**config.mk**
```make
export PLATFORM = sky130hd
export DESIGN_NAME = vmask_unit
export DESIGN_NICKNAME = d
export VERILOG_FILES = /design/src/rtl/vmask_pkg.sv /design/src/rtl/vmask_ctrl.sv /design/src/rtl/vmask_dp.sv /design/src/rtl/vmask_unit.sv
export SDC_FILE = /design/constraint.sdc
export NUM_CORES = 1
export LEC_CHECK = 0
export BUFFER_PORTS_ARGS = -buffer_cell sky130_fd_sc_hd__clkbuf_2
export CORE_MARGIN = 10
export CORE_UTILIZATION = 43
export DETAILED_ROUTE_END_ITERATION = 8
export PLACE_DENSITY_LB_ADDON = 0.2
export SLEW_MARGIN = 40
export SYNTH_ARGS = -nofsm -noshare
export SYNTH_HDL_FRONTEND = slang
export SYNTH_HIERARCHICAL = 1
export SYNTH_SLANG_ARGS = --single-unit
```
**constraint.sdc**
```tcl
create_clock -name clk -period 10.3 [get_ports clk]
set_input_delay 2.06 -clock clk [delete_from_list [all_inputs] [get_ports clk]]
set_output_delay 2.06 -clock clk [all_outputs]
set_load 0.05 [all_outputs]
```
**src/rtl/vmask_pkg.sv**
```systemverilog
package vmask_pkg;
  localparam int MASK_LEN = 64;
  localparam int POS_W    = $clog2(MASK_LEN);
  localparam int CNT_W    = POS_W + 1;

  // Strobes issued by the sequencer to the mask datapath
  typedef struct packed {
    logic             setAllOnes;
    logic             zeroMask;
    logic             beginCmp;
    logic             captureBit;
    logic             commitMask;
    logic             beginIdx;
    logic             stepIdx;
    logic [POS_W-1:0] bitPos;
  } vmStrobe_t;
endpackage

```
**src/rtl/vmask_ctrl.sv**
```systemverilog
module vmask_ctrl
  import vmask_pkg::*;
(
  input  logic             clk,
  input  logic             rstN,
  input  logic             clearMask,
  input  logic             cmpStart,
  input  logic [CNT_W-1:0] cmpVecLen,
  input  logic             elemValid,
  input  logic             idxStart,
  input  logic             pendEmpty,
  output vmStrobe_t        strb,
  output logic             busy,
  output logic             idxPhase
);
  typedef enum logic [1:0] {S_IDLE, S_CMP, S_IDX} state_t;

  state_t           state, stateNext;
  logic [CNT_W-1:0] vlReg, elemCnt, vlClamp;
  logic             lastElem;

  assign vlClamp  = (cmpVecLen > CNT_W'(MASK_LEN)) ? CNT_W'(MASK_LEN) : cmpVecLen;
  assign lastElem = (elemCnt + 1'b1) == vlReg;

  always_comb begin
    strb      = '0;
    stateNext = state;
    unique case (state)
      S_IDLE: begin
        if (clearMask) begin
          strb.setAllOnes = 1'b1;
        end else if (cmpStart) begin
          if (vlClamp == '0) begin
            strb.zeroMask = 1'b1;
          end else begin
            strb.beginCmp = 1'b1;
            stateNext     = S_CMP;
          end
        end else if (idxStart) begin
          strb.beginIdx = 1'b1;
          stateNext     = S_IDX;
        end
      end
      S_CMP: begin
        strb.bitPos     = elemCnt[POS_W-1:0];
        strb.captureBit = elemValid;
        strb.commitMask = elemValid && lastElem;
        if (elemValid && lastElem) stateNext = S_IDLE;
      end
      S_IDX: begin
        strb.stepIdx = !pendEmpty;
        if (pendEmpty) stateNext = S_IDLE;
      end
      default: stateNext = S_IDLE;
    endcase
  end

  always_ff @(posedge clk or negedge rstN) begin
    if (!rstN) begin
      state   <= S_IDLE;
      vlReg   <= '0;
      elemCnt <= '0;
    end else begin
      state <= stateNext;
      if (strb.beginCmp) begin
        vlReg   <= vlClamp;
        elemCnt <= '0;
      end else if (strb.captureBit) begin
        elemCnt <= elemCnt + 1'b1;
      end
    end
  end

  assign busy     = (state != S_IDLE);
  assign idxPhase = (state == S_IDX);
endmodule

```
**src/rtl/vmask_dp.sv**
```systemverilog
module vmask_dp
  import vmask_pkg::*;
#(
  parameter int ELEM_W   = 64,
  parameter int STRIDE_W = 8,
  localparam int IDX_W   = POS_W + STRIDE_W
) (
  input  logic                clk,
  input  logic                rstN,
  input  vmStrobe_t           strb,
  input  logic                idxPhase,
  input  logic                cmpNotEq,
  input  logic                cmpUseScalar,
  input  logic [ELEM_W-1:0]   cmpScalar,
  input  logic [ELEM_W-1:0]   elemA,
  input  logic [ELEM_W-1:0]   elemB,
  input  logic [STRIDE_W-1:0] idxStride,
  input  logic [POS_W-1:0]    elemSel,
  output logic                pendEmpty,
  output logic                elemEnable,
  output logic [MASK_LEN-1:0] maskOut,
  output logic [CNT_W-1:0]    maskCount,
  output logic                idxValid,
  output logic [IDX_W-1:0]    idxData,
  output logic                idxDone
);
  logic [MASK_LEN-1:0] maskReg, shadow, shadowNext, pending;
  logic [ELEM_W-1:0]   scalarReg, rhs;
  logic [STRIDE_W-1:0] strideReg;
  logic                neReg, useScalarReg, cmpHit;
  logic [POS_W-1:0]    lowPos;

  assign rhs        = useScalarReg ? scalarReg : elemB;
  assign cmpHit     = (elemA == rhs) ^ neReg;
  assign shadowNext = shadow | (MASK_LEN'(cmpHit) << strb.bitPos);

  always_ff @(posedge clk or negedge rstN) begin
    if (!rstN) begin
      maskReg      <= '1;
      shadow       <= '0;
      pending      <= '0;
      scalarReg    <= '0;
      strideReg    <= '0;
      neReg        <= 1'b0;
      useScalarReg <= 1'b0;
    end else begin
      if (strb.setAllOnes)      maskReg <= '1;
      else if (strb.zeroMask)   maskReg <= '0;
      else if (strb.commitMask) maskReg <= shadowNext;

      if (strb.beginCmp) begin
        shadow       <= '0;
        neReg        <= cmpNotEq;
        useScalarReg <= cmpUseScalar;
        scalarReg    <= cmpScalar;
      end else if (strb.captureBit) begin
        shadow <= shadowNext;
      end

      if (strb.beginIdx) begin
        pending   <= maskReg;
        strideReg <= idxStride;
      end else if (strb.stepIdx) begin
        pending <= pending & (pending - 1'b1);
      end
    end
  end

  // lowest set position of the pending copy
  always_comb begin
    lowPos = '0;
    for (int i = MASK_LEN - 1; i >= 0; i--) begin
      if (pending[i]) lowPos = POS_W'(i);
    end
  end

  // population count of the committed mask
  always_comb begin
    maskCount = '0;
    for (int i = 0; i < MASK_LEN; i++) begin
      maskCount = maskCount + CNT_W'(maskReg[i]);
    end
  end

  assign pendEmpty  = (pending == '0);
  assign idxValid   = idxPhase && !pendEmpty;
  assign idxDone    = idxPhase && pendEmpty;
  assign idxData    = IDX_W'(lowPos) * IDX_W'(strideReg);
  assign elemEnable = maskReg[elemSel];
  assign maskOut    = maskReg;
endmodule

```
**src/rtl/vmask_unit.sv**
```systemverilog
module vmask_unit
  import vmask_pkg::*;
#(
  parameter int ELEM_W   = 64,
  parameter int STRIDE_W = 8,
  localparam int IDX_W   = POS_W + STRIDE_W
) (
  input  logic                clk,
  input  logic                rstN,
  input  logic                clearMask,
  input  logic                cmpStart,
  input  logic [CNT_W-1:0]    cmpVecLen,
  input  logic                cmpNotEq,
  input  logic                cmpUseScalar,
  input  logic [ELEM_W-1:0]   cmpScalar,
  input  logic                elemValid,
  input  logic [ELEM_W-1:0]   elemA,
  input  logic [ELEM_W-1:0]   elemB,
  input  logic                idxStart,
  input  logic [STRIDE_W-1:0] idxStride,
  input  logic [POS_W-1:0]    elemSel,
  output logic                elemEnable,
  output logic [MASK_LEN-1:0] maskOut,
  output logic [CNT_W-1:0]    maskCount,
  output logic                idxValid,
  output logic [IDX_W-1:0]    idxData,
  output logic                idxDone,
  output logic                busy
);
  vmStrobe_t strb;
  logic      pendEmpty, idxPhase;

  vmask_ctrl i_ctrl (
    .clk(clk), .rstN(rstN), .clearMask(clearMask), .cmpStart(cmpStart),
    .cmpVecLen(cmpVecLen), .elemValid(elemValid), .idxStart(idxStart),
    .pendEmpty(pendEmpty), .strb(strb), .busy(busy), .idxPhase(idxPhase)
  );

  vmask_dp #(.ELEM_W(ELEM_W), .STRIDE_W(STRIDE_W)) i_dp (
    .clk(clk), .rstN(rstN), .strb(strb), .idxPhase(idxPhase),
    .cmpNotEq(cmpNotEq), .cmpUseScalar(cmpUseScalar), .cmpScalar(cmpScalar),
    .elemA(elemA), .elemB(elemB), .idxStride(idxStride), .elemSel(elemSel),
    .pendEmpty(pendEmpty), .elemEnable(elemEnable), .maskOut(maskOut),
    .maskCount(maskCount), .idxValid(idxValid), .idxData(idxData),
    .idxDone(idxDone)
  );
endmodule

```
# After elaboration in Yosys (flattened, before gate mapping)
# Cells that the tools add are included.
[word_totals]
register_bits = 282
in_bits = 221
output_inout_bits = 89
word_cells = 200
[classes]
add_sub_neg = 65
multipliers = 1
n_lt_le_gt_ge = 2
n_eq_ne = 9
n_shift = 1
muxes = 97
bitwise = 3
reduce_logical = 12
[op_table]
columns = ["cell", "count"]
rows = [
  ["64-bit 2-to-1 mux", 8],
  ["7-bit by 1-bit adder with 7-bit output", 62],
  ["6-bit 2-to-1 mux", 65],
  ["64-bit bitwise AND", 1],
  ["64-bit == test", 1],
  ["64-bit logical NOT", 1],
  ["64-bit OR", 1],
  ["1-bit by 6-bit left shift with 64-bit output", 1],
  ["64-bit by 1-bit subtractor with 64-bit output (second input constant)", 1],
  ["7-bit 2-to-1 mux", 3],
  ["2-bit 2-to-1 mux", 9],
  ["6-bit by 8-bit multiplier with 14-bit output", 1],
  ["1-bit 2-to-1 mux", 9],
  ["7-bit by 1-bit adder with 7-bit output (second input constant)", 1],
  ["7-bit == test", 1],
  ["7-bit greater-than comparator (second input constant)", 1],
  ["7-bit logical NOT", 1],
  ["6-bit by 7-bit less-than comparator with 1-bit output (second input constant)", 1],
  ["1-bit binary-select mux with 6-bit select", 1],
  ["3-bit inequality test (second input constant)", 2],
  ["2-bit case mux with 3 select lines", 1],
  ["2-bit nonzero test", 3],
  ["5-bit AND reduction", 1],
  ["2-bit inequality test (second input constant)", 2],
  ["other kinds (10)", 12],
]

# Depth between registers and ports, before layout
# Gate-level depths: netlist (run 1).
[depth]
ltp_word = 65
ltp_mapped = 23
ltp_nobuf = 23

# By module
# Netlist (run 1), hierarchy kept.
[modules_own_cells]
columns = ["mod", "n_inst", "cells_each", "area_per_inst_um2", "seq_area_each_um2"]
rows = [
  ["vmask_dp", 1, 1652, 16783.6, 6736.5],
  ["vmask_ctrl", 1, 114, 1027.2, 400.4],
]

# Worst setup path after synthesis (run 1)
# Ideal clock, no wire load.
[synth_timing]
kind = "reg2out"
start = "register i_dp.maskReg[59] (netlist: i_dp/maskOut[59])"
end = "output port maskCount[4]"
arrival_time_ps = 6533
t_required_ps = 8240
slack_ps = 1707
stages_incl_launch_ff = 22
path_buffers = 0
path_cell_list = "dfstp_2 inv_1 fa_1 fa_1 inv_1 fa_1 inv_1 fa_1 inv_1 fa_1 inv_1 fa_1 fa_1 fa_1 inv_1 ha_1 inv_1 fa_1 inv_1 a21oi_1 o21bai_1 xor2_1"
[synth_between]
elab_chain_len = 5
[synth_lines]
columns = ["item", "line", "rtl"]
rows = [
  ["start, declared", "vmask_dp.sv:27", "logic [MASK_LEN-1:0] maskReg, shadow, shadowNext, pending;"],
  ["start signal, assigned", "vmask_dp.sv:49", "else if (strb.commitMask) maskReg <= shadowNext;"],
  ["7-bit by 1-bit adder with 7-bit output (5 in series)", "vmask_dp.sv:81", "maskCount = maskCount + CNT_W'(maskReg[i]);"],
  ["end, declared", "vmask_unit.sv:24", "output logic [CNT_W-1:0] maskCount,"],
]
# Every way passes these cells.

# Final worst setup path (run 1)
[layout_timing]
start = "register i_dp.pending[48]"
end = "output port idxData[13]"
[layout_between]
elab_chain_len = 50
[layout_lines]
columns = ["item", "line", "rtl"]
rows = [
  ["start, declared", "vmask_dp.sv:27", ""],
  ["start signal, assigned", "vmask_dp.sv:61", "pending <= maskReg;"],
  ["start signal, assigned", "vmask_dp.sv:64", "pending <= pending & (pending - 1'b1);"],
  ["6-bit 2-to-1 mux (49 in series)", "vmask_dp.sv:73", "if (pending[i]) lowPos = POS_W'(i);"],
  ["6-bit by 8-bit multiplier with 14-bit output", "vmask_dp.sv:88", "assign idxData = IDX_W'(lowPos) * IDX_W'(strideReg);"],
  ["end, declared", "vmask_unit.sv:26", "output logic [IDX_W-1:0] idxData,"],
]
# Every way passes these cells.

==> results of run 1 <==
-- cell usage in the layout (no fill, tap or decap), types with 26 or more instances in the layout --
| cell type | synthesis | layout |
|---|---|---|
| clkbuf_2 | 0 | 308 |
| dfrtp_1 | 218 | 217 |
| inv_1 | 204 | 204 |
| nand2_1 | 164 | 164 |
| o21ai_0 | 104 | 104 |
| fa_1 | 79 | 79 |
| nor2_1 | 75 | 75 |
| xor2_1 | 74 | 74 |
| mux2_2 | 74 | 74 |
| a31oi_1 | 68 | 68 |
| o22ai_1 | 66 | 66 |
| mux2i_1 | 65 | 65 |
| o221ai_1 | 65 | 65 |
| dfstp_2 | 64 | 64 |
| ha_1 | 38 | 38 |
| clkbuf_16 | 0 | 34 |
| nand3_1 | 30 | 30 |
| and2_1 | 26 | 26 |
-- through the flow --
| step | setup slack, ns | std cells | cell area [µm²] |
|---|---|---|---|
| after floorplan | 1.71 | 1766 | 17800 |
| after global placement | 1.92 | 2536 | 19800 |
| after detailed placement | 1.80 | 2537 | 19800 |
| after CTS | 1.19 | 2599 | 21000 |
| after global routing | 0.731 | 2599 | 21100 |
| final | 1.23 | 2599 | 21100 |
-- tightest hold or removal path: stages, from the launching register on --
cell and delay, ns:
dfrtp_1 0.35, nand2_1 0.05, nand2_1 0.05
-- metal layers --
layer / wire length, µm / part of all wire, %
met1: 24600 / 40
met5: 0 / 0
met2: 30300 / 50
met4: 1980 / 3.3
met3: 3930 / 6.5
-- flip-flops by register name, summed over array words and instances (netlist names) --
| signal | count |
|---|---|
| i_dp/strideReg | 8 |
| i_ctrl/state | 2 |
| i_ctrl/vlReg | 7 |
| i_dp/scalarReg | 64 |
| i_dp/neReg | 1 |
| i_dp/useScalarReg | 1 |
| i_dp/pending | 64 |
| i_dp/shadow | 64 |
| i_dp/maskOut | 64 |
| i_ctrl/elemCnt | 7 |
-- synthesized netlist by cell type, drive strengths merged (65+ instances only) --
master	n	share of area (%)
o21ai	114	3.2
nor2	75	1.6
mux2	74	4.7
inv	206	4.3
a31oi	68	2.4
o221ai	65	3.2
clkbuf	70	1.5
nand2	164	3.5
dfrtp	218	31
xor2	74	3.6
fa	79	8.9
mux2i	65	3.7
o22ai	66	2.3
-- worst max path at each step --
stage                   endpoint  slack [ns]  cells past startpoint
floorplan           maskCount[4]        1.71                     21
global placement    maskCount[6]        1.92                     23
detailed placement   idxData[13]        1.80                     21
CTS                  idxData[13]        1.19                     21
global route         idxData[13]        0.73                     21
finish               idxData[13]        1.23                     21
-- cells by family (layout without fill, tap and decap cells) --
kind of cell	count (synthesis)	in the layout	share of synthesized area, %
compound gates	394	394	14.5
xor+xnor	89	89	4.38
fa+ha+maj	117	117	11.5
buf+inv	291	592	6.32
flops	282	282	40.1
mux	160	160	11.0
simple gates	433	433	12.2
-- cell type report --
class	instances	area, µm²	share of cell area [%]
flip-flops and latches	282	7140	33.9
repair buffers	324	1700	8.08
clock inverters	16	253	1.20
well taps	532	666	3.16
inverters	206	776	3.68
multi-input cells	1193	9580	45.5
clock buffers	46	936	4.45
==> impl_metrics.tcl, run 1 <==
set metrics [dict create \
    clkLatencyLatePin_ns 0.56 \
    crit_chain "or4_1 > or3_1 > nor3_1 > o21ai_0 > a41oi_1 > o31ai_1 > a31oi_1 > nand2_1 > fa_1 > fa_1 > fa_1 > inv_1 > ha_1 > nor2b_1 > o21ai_0 > a21boi_0 > o21ai_0 > a21oi_1 > o21a_1 > o311a_1 > clkbuf_2" \
    grt_pass1_wl_mm 92.9 \
    drv_cap 0 \
    r2r_start "i_dp/pending[48]$_DFFE_PN0P_" \
    max_freq_ghz 0.110 \
    nets 2379 \
    synth.distinct_cells 67 \
    period_needed_ns 9.07 \
    wl_mm 60.8 \
    arrival_ns 7.01 \
    grt.total_usage_pct 23.8 \
    setup_viol 0 \
    wl_per_cell_um 23.4 \
    crit_path_end_kind "output pin" \
    clockRootBuffer "clkbuf_16" \
    fin_tns_setup_ns 0 \
    grt_overflow 0 \
    synth_edf_count 0 \
    synth.cell_area_um2 17800 \
    drive_gt1_share_pct 27.6 \
    holdPathEnd "i_ctrl/vlReg[1]$_DFFE_PN0N_" \
    syn-instance-count 1766 \
    ys_seq_area_share_pct 40.1 \
    core_area_um2 40900 \
    h-tree-depth 2 \
    yosys_warnings 6 \
    syn_nets 2104 \
    synthArstFlopShare_pct 100 \
    cts_setup_buffers 0 \
    cpPeakStageDelay_ns 0.64 \
    dr.first_iter.drc_count 1470 \
    cts_tree "built" \
    gr-usage-met1_pct 30.4 \
    grt_max_degree 92 \
    drc 0 \
    cts_resized 0 \
    via_per_inst 5.73 \
    n_fill_cell 3780 \
    busiest_layer "met2" \
    drt-pass1-iter-count 8 \
    status "finished clean" \
    fin_skew_ns 0.0333 \
    cp_slowest_cell "or4_1" \
    clock_path_buffers 3 \
    reg2reg_depth 16 \
    gp_congestion 1.00 \
    tightest_slew_ns 0.885 \
    first_global_vias 15300 \
    yosys_register_bits 282 \
    hpwl_mm 46.4 \
    path_clk_slew_ns 0.06 \
    rsz0062_at_grt "false" \
    io_buffer_count 309 \
    utilization_pct 51.4 \
    cts-hold-fix-buffers 0 \
    cp_num_buf_inv 2 \
    antenna_found_initial 3 \
    use_met3_pct 4.39 \
    critPathLaunchType "flip-flop" \
    synthToLayoutAreaGrowth_pct 18.2 \
    crit_type "reg2out" \
    hold_ws_ns 0.485 \
    die_w_um 224 \
    die_area_um2 50000 \
    hold_class "reg2reg" \
    ant_nets 0 \
    grtUsageMet2_pct 39.6 \
    min-delay-start "i_ctrl/vlReg[1]$_DFFE_PN0N_" \
    hold_viol 0 \
    required_ns 8.24 \
    clkSinkCount 282 \
    num_rows 74 \
    timing.final.crit_share_pct 88.1 \
    antenna_cells 0 \
    critPathTopFamily "compound AO/OA/AOI/OAI gates" \
    fp.dieH_um 224 \
    vias 14900 \
    critPathLaunch "i_dp/pending[48]$_DFFE_PN0P_" \
    start_util_pct 43.5 \
    boundaryPins 310 \
    worst-path-max-fanout 8 \
    drv_slew 0 \
    cts_buffers 34 \
    synth_top_flop_cell "dfrtp_1" \
    avgSynthCellArea_um2 10.1 \
    reg2reg_slack_ns 5.52 \
    hold_depth 2 \
    r2r-end "i_dp/pending[49]$_DFFE_PN0P_" \
    slew_headroom_pct 40.5 \
]
Power of run 1 is not shown: default switching activity piles up to over one toggle a cycle in this logic, so the estimate is an artifact.
==> inputs of run 2 (changes only) <==
--- a/config.mk
+++ b/config.mk
@@ -8,8 +8,10 @@
 export BUFFER_PORTS_ARGS = -buffer_cell sky130_fd_sc_hd__clkbuf_2
 export CORE_MARGIN = 10
 export CORE_UTILIZATION = 43
+export CTS_CLUSTER_SIZE = 24
 export DETAILED_ROUTE_END_ITERATION = 8
 export PLACE_DENSITY_LB_ADDON = 0.2
+export RECOVER_POWER = 100
 export SLEW_MARGIN = 40
 export SYNTH_ARGS = -nofsm -noshare
 export SYNTH_HDL_FRONTEND = slang
==> run 2 against run 1 <==
Net effect:
- the run now ends with max-capacitance violations, max-slew violations left
- die area did not move
- critical path depth is 1 higher
- highest routed layer unchanged
- final area shrank 1.1%
==> impl_metrics.tcl, run 2 (synthesized netlist as in run 1, its figures left out) <==
set metrics [dict create \
    dr.first_iter.drc_count 1479 \
    hpwl_mm 46.4 \
    drt-pass1-iter-count 6 \
    die_w_um 224 \
    cts_resized 0 \
    design_area_um2 20800 \
    period_needed_ns 9.20 \
    hold_ws_ns 0.485 \
    ant_nets 0 \
    grt_pass1_wl_mm 92.9 \
    wl_mm 60.9 \
    clkLatencyLatePin_ns 0.57 \
    grt_max_degree 92 \
    grt_overflow 0 \
    cp_num_buf_inv 2 \
    cpPeakStageDelay_ns 0.63 \
    crit_chain "or4_1 > or3_1 > nor3_1 > o21ai_0 > a41oi_1 > o31ai_1 > a31oi_1 > nand2_1 > fa_1 > fa_1 > fa_1 > inv_1 > ha_1 > nor2b_1 > o21ai_0 > a21boi_0 > o21ai_0 > a21oi_1 > o21a_1 > nand3_1 > o311a_1 > clkbuf_1" \
    hold_class "reg2reg" \
    gp_congestion 1.00 \
    cp_slowest_cell "or4_1" \
    tightest_slew_ns 5.01 \
    timing.final.crit_share_pct 89.3 \
    clockRootBuffer "clkbuf_16" \
    drv_slew 501 \
    arrival_ns 7.14 \
    path_clk_slew_ns 0.05 \
    fin_tns_setup_ns 0 \
    setup_viol 0 \
    cts_tree "built" \
    status "complete, but fails checks" \
    critPathTopFamily "compound AO/OA/AOI/OAI gates" \
    required_ns 8.24 \
    fin_skew_ns 0.0356 \
    vias 14900 \
    drc 0 \
    via_per_inst 5.72 \
    utilization_pct 50.9 \
    rsz0062_at_grt "false" \
    first_global_vias 15300 \
    placed_area_um2 19800 \
    antenna_cells 0 \
    slew_headroom_pct -234 \
    violations "max-capacitance violations, max-slew violations" \
    drv_cap 8 \
    h-tree-depth 2 \
    wl_per_cell_um 23.4 \
    nets 2379 \
    cts-hold-fix-buffers 0 \
    boundaryPins 310 \
    clock_path_buffers 3 \
    final_cell_mix "dfrtp_1 (217), clkbuf_2 (217), inv_1 (204), nand2_1 (164), clkbuf_1 (109)" \
    fp.dieH_um 224 \
    hold_viol 0 \
    die_area_um2 50000 \
    clkSinkCount 282 \
    grt.total_usage_pct 23.8 \
    antenna_found_initial 2 \
    io_buffer_count 309 \
    synthToLayoutAreaGrowth_pct 16.9 \
    num_rows 74 \
    cts_setup_buffers 0 \
    crit_type "reg2out" \
    worst-path-max-fanout 8 \
    start_util_pct 43.5 \
    critPathLaunchType "flip-flop" \
    max_freq_ghz 0.109 \
    cts_buffers 34 \
    crit_path_end_kind "output pin" \
    core_area_um2 40900 \
    drive_gt1_share_pct 22.2 \
]
[run 2: cell type report]
type	instances	area [µm²]
well taps	532	666
repair buffers	324	1530
multi-input cells	1193	9520
fillers	3836	20100
clock inverters	16	253
flip-flops and latches	282	7140
clock buffers	46	936
inverters	206	774
[run 2: tightest hold or removal path, delay by kind of cell (launching register included)]
family / cells / cell delay [ns]
DFF: 1 / 0.35
and+or+nand+nor: 2 / 0.10
[run 2: per-layer routing]
| metal | up-vias | wire (µm) | global-route usage [%] |
|---|---|---|---|
| li1 | 6813 | - | - |
| met1 | 7450 | 24800 | 30.4 |
| met2 | 500 | 30300 | 39.6 |
| met3 | 101 | 3870 | 4.39 |
| met4 | 0 | 1930 | 8.35 |
| met5 | - | 0 | 0 |
[run 2: path summary, 6_finish.rpt]
check	startpoint	end	slack, ns	depth (start not counted)
worst max-delay path	i_dp/pending[48]$_DFFE_PN0P_	idxData[13]	1.10	22
worst min-delay path	i_ctrl/vlReg[1]$_DFFE_PN0N_	i_ctrl/vlReg[1]$_DFFE_PN0N_	0.49	2
worst max register to register	i_ctrl/state[1]$_DFFE_PN0P_	i_dp/scalarReg[11]$_DFFE_PN0P_	3.92	6
worst min register to register	i_ctrl/vlReg[1]$_DFFE_PN0N_	i_ctrl/vlReg[1]$_DFFE_PN0N_	0.49	2
max in group asynchronous	rstN	i_dp/useScalarReg$_DFFE_PN0P_	2.35	3
min in group asynchronous	rstN	i_dp/scalarReg[37]$_DFFE_PN0P_	3.32	1
[run 2: stage by stage]
stage / std cells / worst slack, ns
2_1_floorplan: 1766 / 1.71
3_3_place_gp: 2536 / 1.92
3_5_place_dp: 2537 / 1.80
4_1_cts: 2599 / 1.19
5_1_grt: 2599 / 0.602
6_report: 2599 / 1.10
Power of run 2 is left out for the same reason.
